[config.mk]
export PLATFORM = sky130hd
export DESIGN_NAME = ilog2_pipe
export DESIGN_NICKNAME = d
export VERILOG_FILES = /design/src/rtl/ilog2_pkg.sv /design/src/rtl/ilog2_lzc.sv /design/src/rtl/ilog2_norm.sv /design/src/rtl/ilog2_ftab.sv /design/src/rtl/ilog2_pipe.sv
export SDC_FILE = /design/constraint.sdc
export NUM_CORES = 1
export LEC_CHECK = 0
export ABC_AREA = 1
export BUFFER_PORTS_ARGS = -buffer_cell sky130_fd_sc_hd__clkbuf_2
export CAP_MARGIN = 20
export CORE_AREA = 2 2 216 218
export CTS_BUF_LIST = sky130_fd_sc_hd__clkbuf_4 sky130_fd_sc_hd__clkbuf_8
export CTS_CLUSTER_DIAMETER = 60
export DETAILED_ROUTE_END_ITERATION = 10
export DIE_AREA = 0 0 218 220
export PLACE_DENSITY = 0.75
export RECOVER_POWER = 25
export SKIP_CTS_REPAIR_TIMING = 1
export SYNTH_ARGS = -nofsm -noshare
export SYNTH_HDL_FRONTEND = slang
export SYNTH_SLANG_ARGS = --single-unit
[constraint.sdc]
create_clock -name clk -period 2.25 [get_ports clk]
set_input_delay 0.45 -clock clk [delete_from_list [all_inputs] [get_ports clk]]
set_output_delay 0.45 -clock clk [all_outputs]
set_load 0.02 [all_outputs]
[src/rtl/ilog2_pkg.sv]
package ilog2_pkg;
   typedef enum logic {
      TBL_DIRECT   = 1'b0,
      TBL_RESIDUAL = 1'b1
   } tbl_mode_e;
endpackage

[src/rtl/ilog2_lzc.sv]
module ilog2_lzc #(
   parameter int IN_W  = 16,
   parameter int CNT_W = 4
) (
   input  logic [IN_W-1:0]  din,
   output logic [CNT_W-1:0] cnt
);
   // ascending scan: the highest set bit is assigned last and wins
   always_comb begin
      cnt = '0;
      for (int i = 0; i < IN_W; i++) begin
         if (din[i]) cnt = CNT_W'(IN_W - 1 - i);
      end
   end
endmodule

[src/rtl/ilog2_norm.sv]
module ilog2_norm #(
   parameter int IN_W   = 16,
   parameter int CNT_W  = 4,
   parameter int ADDR_W = 6
) (
   input  logic [IN_W-1:0]   din,
   input  logic [CNT_W-1:0]  shamt,
   output logic              lead,
   output logic [ADDR_W-1:0] idx
);
   logic [IN_W-1:0] shifted;

   assign shifted = din << shamt;
   assign lead    = shifted[IN_W-1];
   assign idx     = shifted[IN_W-2 -: ADDR_W];
endmodule

[src/rtl/ilog2_ftab.sv]
module ilog2_ftab
   import ilog2_pkg::*;
#(
   parameter int        ADDR_W = 6,
   parameter int        FRAC_W = 10,
   parameter tbl_mode_e MODE   = TBL_DIRECT
) (
   input  logic              clk,
   input  logic              rst_n,
   input  logic              we,
   input  logic [ADDR_W-1:0] waddr,
   input  logic [FRAC_W-1:0] wdata,
   input  logic [ADDR_W-1:0] raddr,
   output logic [FRAC_W-1:0] frac
);
   localparam int DEPTH = 1 << ADDR_W;
   localparam int PAD   = FRAC_W - ADDR_W;

   logic [FRAC_W-1:0] mem [DEPTH];

   always_ff @(posedge clk) begin
      if (we) mem[waddr] <= wdata;
   end

   generate
      if (MODE == TBL_RESIDUAL) begin : g_residual
         logic [FRAC_W:0] sum;
         logic [FRAC_W:0] lin;
         assign lin  = (FRAC_W+1)'(raddr) << PAD;
         assign sum  = {1'b0, mem[raddr]} + lin;
         assign frac = sum[FRAC_W] ? '1 : sum[FRAC_W-1:0];

         // the restored linear term is never lost through wrap-around
         p_no_wrap_r5: assert property (@(posedge clk) disable iff (!rst_n)
            {1'b0, frac} >= lin);
      end else begin : g_direct
         assign frac = mem[raddr];
      end
   endgenerate
endmodule

[src/rtl/ilog2_pipe.sv]
module ilog2_pipe
   import ilog2_pkg::*;
#(
   parameter int        IN_W   = 16,
   parameter int        FRAC_W = 10,
   parameter int        ADDR_W = 6,
   parameter tbl_mode_e MODE   = TBL_DIRECT
) (
   input  logic                          clk,
   input  logic                          rst_n,
   input  logic                          in_valid,
   input  logic [IN_W-1:0]               in_data,
   input  logic                          tbl_we,
   input  logic [ADDR_W-1:0]             tbl_addr,
   input  logic [FRAC_W-1:0]             tbl_wdata,
   output logic                          out_valid,
   output logic                          out_zero,
   output logic [$clog2(IN_W)+FRAC_W-1:0] out_log
);
   localparam int EXP_W = $clog2(IN_W);
   localparam int OUT_W = EXP_W + FRAC_W;

   generate
      if (IN_W < 2) begin : g_bad_in
         $error("IN_W must be at least 2");
      end
      if (ADDR_W < 1 || ADDR_W > IN_W - 1) begin : g_bad_addr
         $error("ADDR_W must lie in 1..IN_W-1");
      end
      if (ADDR_W > FRAC_W) begin : g_bad_frac
         $error("ADDR_W must not exceed FRAC_W");
      end
   endgenerate

   // stage 1: capture and zero detect
   logic            s1_v, s1_z;
   logic [IN_W-1:0] s1_d;
   // stage 2: leading-zero count
   logic             s2_v, s2_z;
   logic [IN_W-1:0]  s2_d;
   logic [EXP_W-1:0] s2_lz;
   // stage 3: normalised index and integer part
   logic              s3_v, s3_z, s3_lead;
   logic [EXP_W-1:0]  s3_exp;
   logic [ADDR_W-1:0] s3_idx;

   logic [EXP_W-1:0]  lz_c;
   logic              lead_c;
   logic [ADDR_W-1:0] idx_c;
   logic [FRAC_W-1:0] frac_c;

   ilog2_lzc #(.IN_W(IN_W), .CNT_W(EXP_W)) u_lzc (
      .din (s1_d),
      .cnt (lz_c)
   );

   ilog2_norm #(.IN_W(IN_W), .CNT_W(EXP_W), .ADDR_W(ADDR_W)) u_norm (
      .din   (s2_d),
      .shamt (s2_lz),
      .lead  (lead_c),
      .idx   (idx_c)
   );

   ilog2_ftab #(.ADDR_W(ADDR_W), .FRAC_W(FRAC_W), .MODE(MODE)) u_tab (
      .clk   (clk),
      .rst_n (rst_n),
      .we    (tbl_we),
      .waddr (tbl_addr),
      .wdata (tbl_wdata),
      .raddr (s3_idx),
      .frac  (frac_c)
   );

   always_ff @(posedge clk) begin
      if (!rst_n) begin
         s1_v <= 1'b0; s1_z <= 1'b0; s1_d <= '0;
         s2_v <= 1'b0; s2_z <= 1'b0; s2_d <= '0; s2_lz <= '0;
         s3_v <= 1'b0; s3_z <= 1'b0; s3_lead <= 1'b0;
         s3_exp <= '0; s3_idx <= '0;
         out_valid <= 1'b0; out_zero <= 1'b0; out_log <= '0;
      end else begin
         s1_v      <= in_valid;
         s1_z      <= (in_data == '0);
         s1_d      <= in_data;
         s2_v      <= s1_v;
         s2_z      <= s1_z;
         s2_d      <= s1_d;
         s2_lz     <= lz_c;
         s3_v      <= s2_v;
         s3_z      <= s2_z;
         s3_lead   <= lead_c;
         s3_exp    <= EXP_W'(IN_W - 1) - s2_lz;
         s3_idx    <= idx_c;
         out_valid <= s3_v;
         out_zero  <= s3_v & s3_z;
         out_log   <= (s3_v && !s3_z) ? {s3_exp, frac_c} : '0;
      end
   end

   // cycles since reset, saturating, so history checks never reach into reset
   logic [2:0] age;
   always_ff @(posedge clk) begin
      if (!rst_n)          age <= '0;
      else if (age != 3'd4) age <= age + 3'd1;
   end

   p_latency_r2: assert property (@(posedge clk) disable iff (!rst_n)
      (age == 3'd4) |-> (out_valid == $past(in_valid, 4)));

   p_zero_flag_r1: assert property (@(posedge clk) disable iff (!rst_n)
      (age == 3'd4 && $past(in_valid, 4) && $past(in_data, 4) == '0) |-> (out_valid && out_zero));

   p_zero_value_r1: assert property (@(posedge clk) disable iff (!rst_n)
      out_zero |-> (out_log == '0));

   p_exp_r3: assert property (@(posedge clk) disable iff (!rst_n)
      (age == 3'd4 && $past(in_valid, 4) && $past(in_data, 4) != '0)
      |-> (($past(in_data, 4) >> out_log[OUT_W-1 -: EXP_W]) == IN_W'(1)));

   p_norm_lead_r3: assert property (@(posedge clk) disable iff (!rst_n)
      (s3_v && !s3_z) |-> s3_lead);

   p_idle_r8: assert property (@(posedge clk) disable iff (!rst_n)
      !out_valid |-> (!out_zero && out_log == '0));
endmodule

==> flow_metrics.py <==
metrics = {
    "sta": {
        "rsz0062_at_grt": "no",
        "hold_viol": 0,
        "setup_viol": 0,
        "tightest_slew_ns": 1.658,
        "skew_ns": 0.04059,
        "drv_slew": 130,
        "slew_headroom_pct": -10.53,
        "period_share_pct": 96.41,
        "fin_tns_setup_ns": 0,
        "fmax_mhz": 461.0,
        "min_period_ns": 2.169,
    },
    "worst_hold_path": {
        "worstHoldPathCells": 3,
        "hold_class": "primary input to flop",
        "min_to": "out_zero$_SDFF_PN0_",
        "worstHoldStart": "rst_n",
    },
    "synth": {
        "synth.most_common_cell": "edfxtp_1",
        "ys_ff_latch": 707,
        "synth_area_um2": 28060,
        "synthTopCellsByArea": "edfxtp_1 (68%), nand2_1 (4.9%), dfxtp_1 (4.8%), nor2_1 (4.7%), nand3_1 (3.6%)",
        "syn_inst": 2321,
        "synth_top_area_share_pct": 68.49,
        "avgSynthCellArea_um2": 12.09,
        "syn_nets": 2357,
        "yosysSeqAreaShare_pct": 73.27,
        "yosys-top-cells-count": "edfxtp_1 (640), nand2_1 (366), nor2_1 (351)",
        "synth_top_area_cell": "edfxtp_1",
        "async_flop_share_pct": 0,
        "ys_types": 32,
        "synth_warnings": 0,
        "synth-main-ff-cell": "edfxtp_1",
        "synth_edf_count": 640,
    },
    "route": {
        "via_count": 19410,
        "wl_mm": 72.70,
        "drtPass1Iterations": 5,
        "wl_per_cell_um": 22.73,
        "antenna_left": 0,
        "drt_iter0_markers": 2530,
        "route.detailed.drc": 0,
        "vias_per_cell": 6.070,
    },
    "setup_path": {
        "cpMaxStageDelayCell": "dfxtp_4",
        "r2r-start": "s3_idx[0]$_SDFF_PN0_",
        "cp_top_family": "buffers and inverters",
        "endpoint_kind": "flop",
        "critPathBufInv": 3,
        "cp_slowest_stage_delay_ns": 0.41,
        "rrSetupSlack_ns": 0.08,
        "arrival_ns": 2.77,
        "r2r-end": "out_log[9]$_SDFF_PN0_",
        "path_max_fanout": 38,
        "reg2reg_depth": 9,
        "critPathKind": "flop to flop",
        "required_ns": 2.85,
        "crit_path_frequent_cell": "nand3_1",
        "start_kind": "flop",
        "worstPathCellList": "inv_16, buf_12, buf_4, o21ai_0, o221ai_1, nand3_1, nand3_1, nand3_1, a21oi_1",
    },
    "flow_run": {
        "drv_cap": 2,
    },
    "grt": {
        "antenna_found_initial": 3,
        "grt_overflow": 0,
        "track_usage_pct": 30.46,
        "grt_max_degree": 90,
        "grt_pass1_wl_mm": 108.5,
        "grt_pass1_vias": 18850,
    },
    "power_and_ir_drop": {
        "power.leakage_uw": 0.01157,
        "p_per_area_nw_per_um2": 873.9,
        "ir_worst_vdd_v": 0.0005684,
    },
    "status": {
        "violations": "max-capacitance violations, max-slew violations",
        "outcome": "finished with violations",
    },
    "cells_and_area": {
        "area_delta_synth_final_pct": 14.13,
        "seq_area_um2": 20570,
        "final_core_util_pct": 69.82,
        "layout-drive-gt1-share_pct": 14.47,
        "nFillCells": 3092,
        "final_net_count": 2534,
        "n_antenna_cell": 0,
        "multiInputGateArea_um2": 6466,
    },
    "die": {
        "row_count": 79,
        "die_area_um2": 47960,
        "die-width_um": 218,
        "core_area_um2": 45860,
        "ios": 52,
        "initial_core_util_pct": 61.18,
        "die_h_um": 220,
    },
    "clock_tree": {
        "clockBufferDepth": 3,
        "cts_buffers": 108,
        "cts-htree-levels": 3,
        "cts_tree": "done",
        "clk_pin_slew_ns": 0.06,
        "cts_sinks": 707,
        "cts_root_buf": "clkbuf_8",
        "worstSkewPairLatency_ns": 0.72,
    },
    "placed_design": {
        "numPortBuffers": 51,
        "gp_congestion": 0.8589,
        "place.detailed.hpwl_mm": 42.22,
    },
}
-- layer usage --
metal	vias up	wire length, um	part of all wire (%)	track usage (%)
met5	-	21	0.029	0
met4	4	2839	3.9	12.99
met3	192	8265	11	6.349
met2	1135	34450	47	48.73
met1	9370	27120	37	40.96
li1	8711	-	-	-
-- tightest hold or removal path: stages --
cell      delay [ns]
clkbuf_2        0.11
nand2_1         0.09
nor2_1          0.04
-- flip-flops by register name (all words and copies together), names as in the netlist, 4 cells and up --
register / count
s2_d: 15
s1_d: 16
u_tab.mem: 640
s3_idx: 6
out_log: 14
s2_lz: 4
s3_exp: 4
-- area by class of cell --
type	instances	area share, %
sequential	707	64.23
multi-input combinational	1383	20.19
clock buffer	157	5.986
timing repair buffer	214	5.325
tap	607	2.372
inverter	84	1.047
clock inverter	46	0.8517
-- where the power goes --
| group | switching (uW) | total, uW | internal [uW] |
|---|---|---|---|
| Clock | 4850 | 10600 | 5710 |
| Combinational | 2040 | 2890 | 851 |
| Sequential | 77.6 | 14500 | 14500 |
-- logic make-up after synthesis --
family                 count (synthesis)  share of synthesized area (%)
AOI/OAI and AO/OA                    443                          9.315
and+or+nand+nor                      937                          13.59
buffers and inverters                231                          3.719
DFF                                  707                          73.27
muxes                                  3                         0.1070
-- how the worst max path moves through the flow --
stage | start | endpoint | cells past startpoint
after CTS | s3_idx[0]$_SDFF_PN0_ | out_log[9]$_SDFF_PN0_ | 9
after global routing | s3_idx[1]$_SDFF_PN0_ | out_log[2]$_SDFF_PN0_ | 8
after floorplan | tbl_we | u_tab.mem[0][0]$_DFFE_PP_ | 3
after detailed placement | s3_idx[0]$_SDFF_PN0_ | out_log[9]$_SDFF_PN0_ | 9
after global placement | s3_idx[0]$_SDFF_PN0_ | out_log[9]$_SDFF_PN0_ | 9
final | s3_idx[0]$_SDFF_PN0_ | out_log[9]$_SDFF_PN0_ | 9
-- through the flow --
stage / total power [uW] / cell area (um^2) / hold WS, ns / instances / worst slack, ns
finish: 27990 / 32020 / 0.02900 / 3198 / 0.08075
global route: 28890 / 32020 / 0.04343 / 3198 / 0.003247
CTS: 28010 / 31910 / -0.1301 / 3180 / 0.03523
detailed placement: 17600 / 29720 / 0.4088 / 2977 / 0.03874
global placement: 17520 / 29720 / 0.3933 / 2977 / 0.1393
floorplan: 16440 / 28060 / 0.3905 / 2321 / 0.4327
-- layout by cell type (no fill, tap or decap), drive strengths merged, types with 32 or more instances in the layout --
master  instances
edfxtp        640
nand2         366
nor2          351
clkbuf        216
o21ai         214
nand3         202
buf           137
a21oi          96
inv            82
dfxtp          67
o221ai         50
clkinv         42
o31ai          41
o211ai         32
Note: power is estimated with default switching activity, not from simulation.
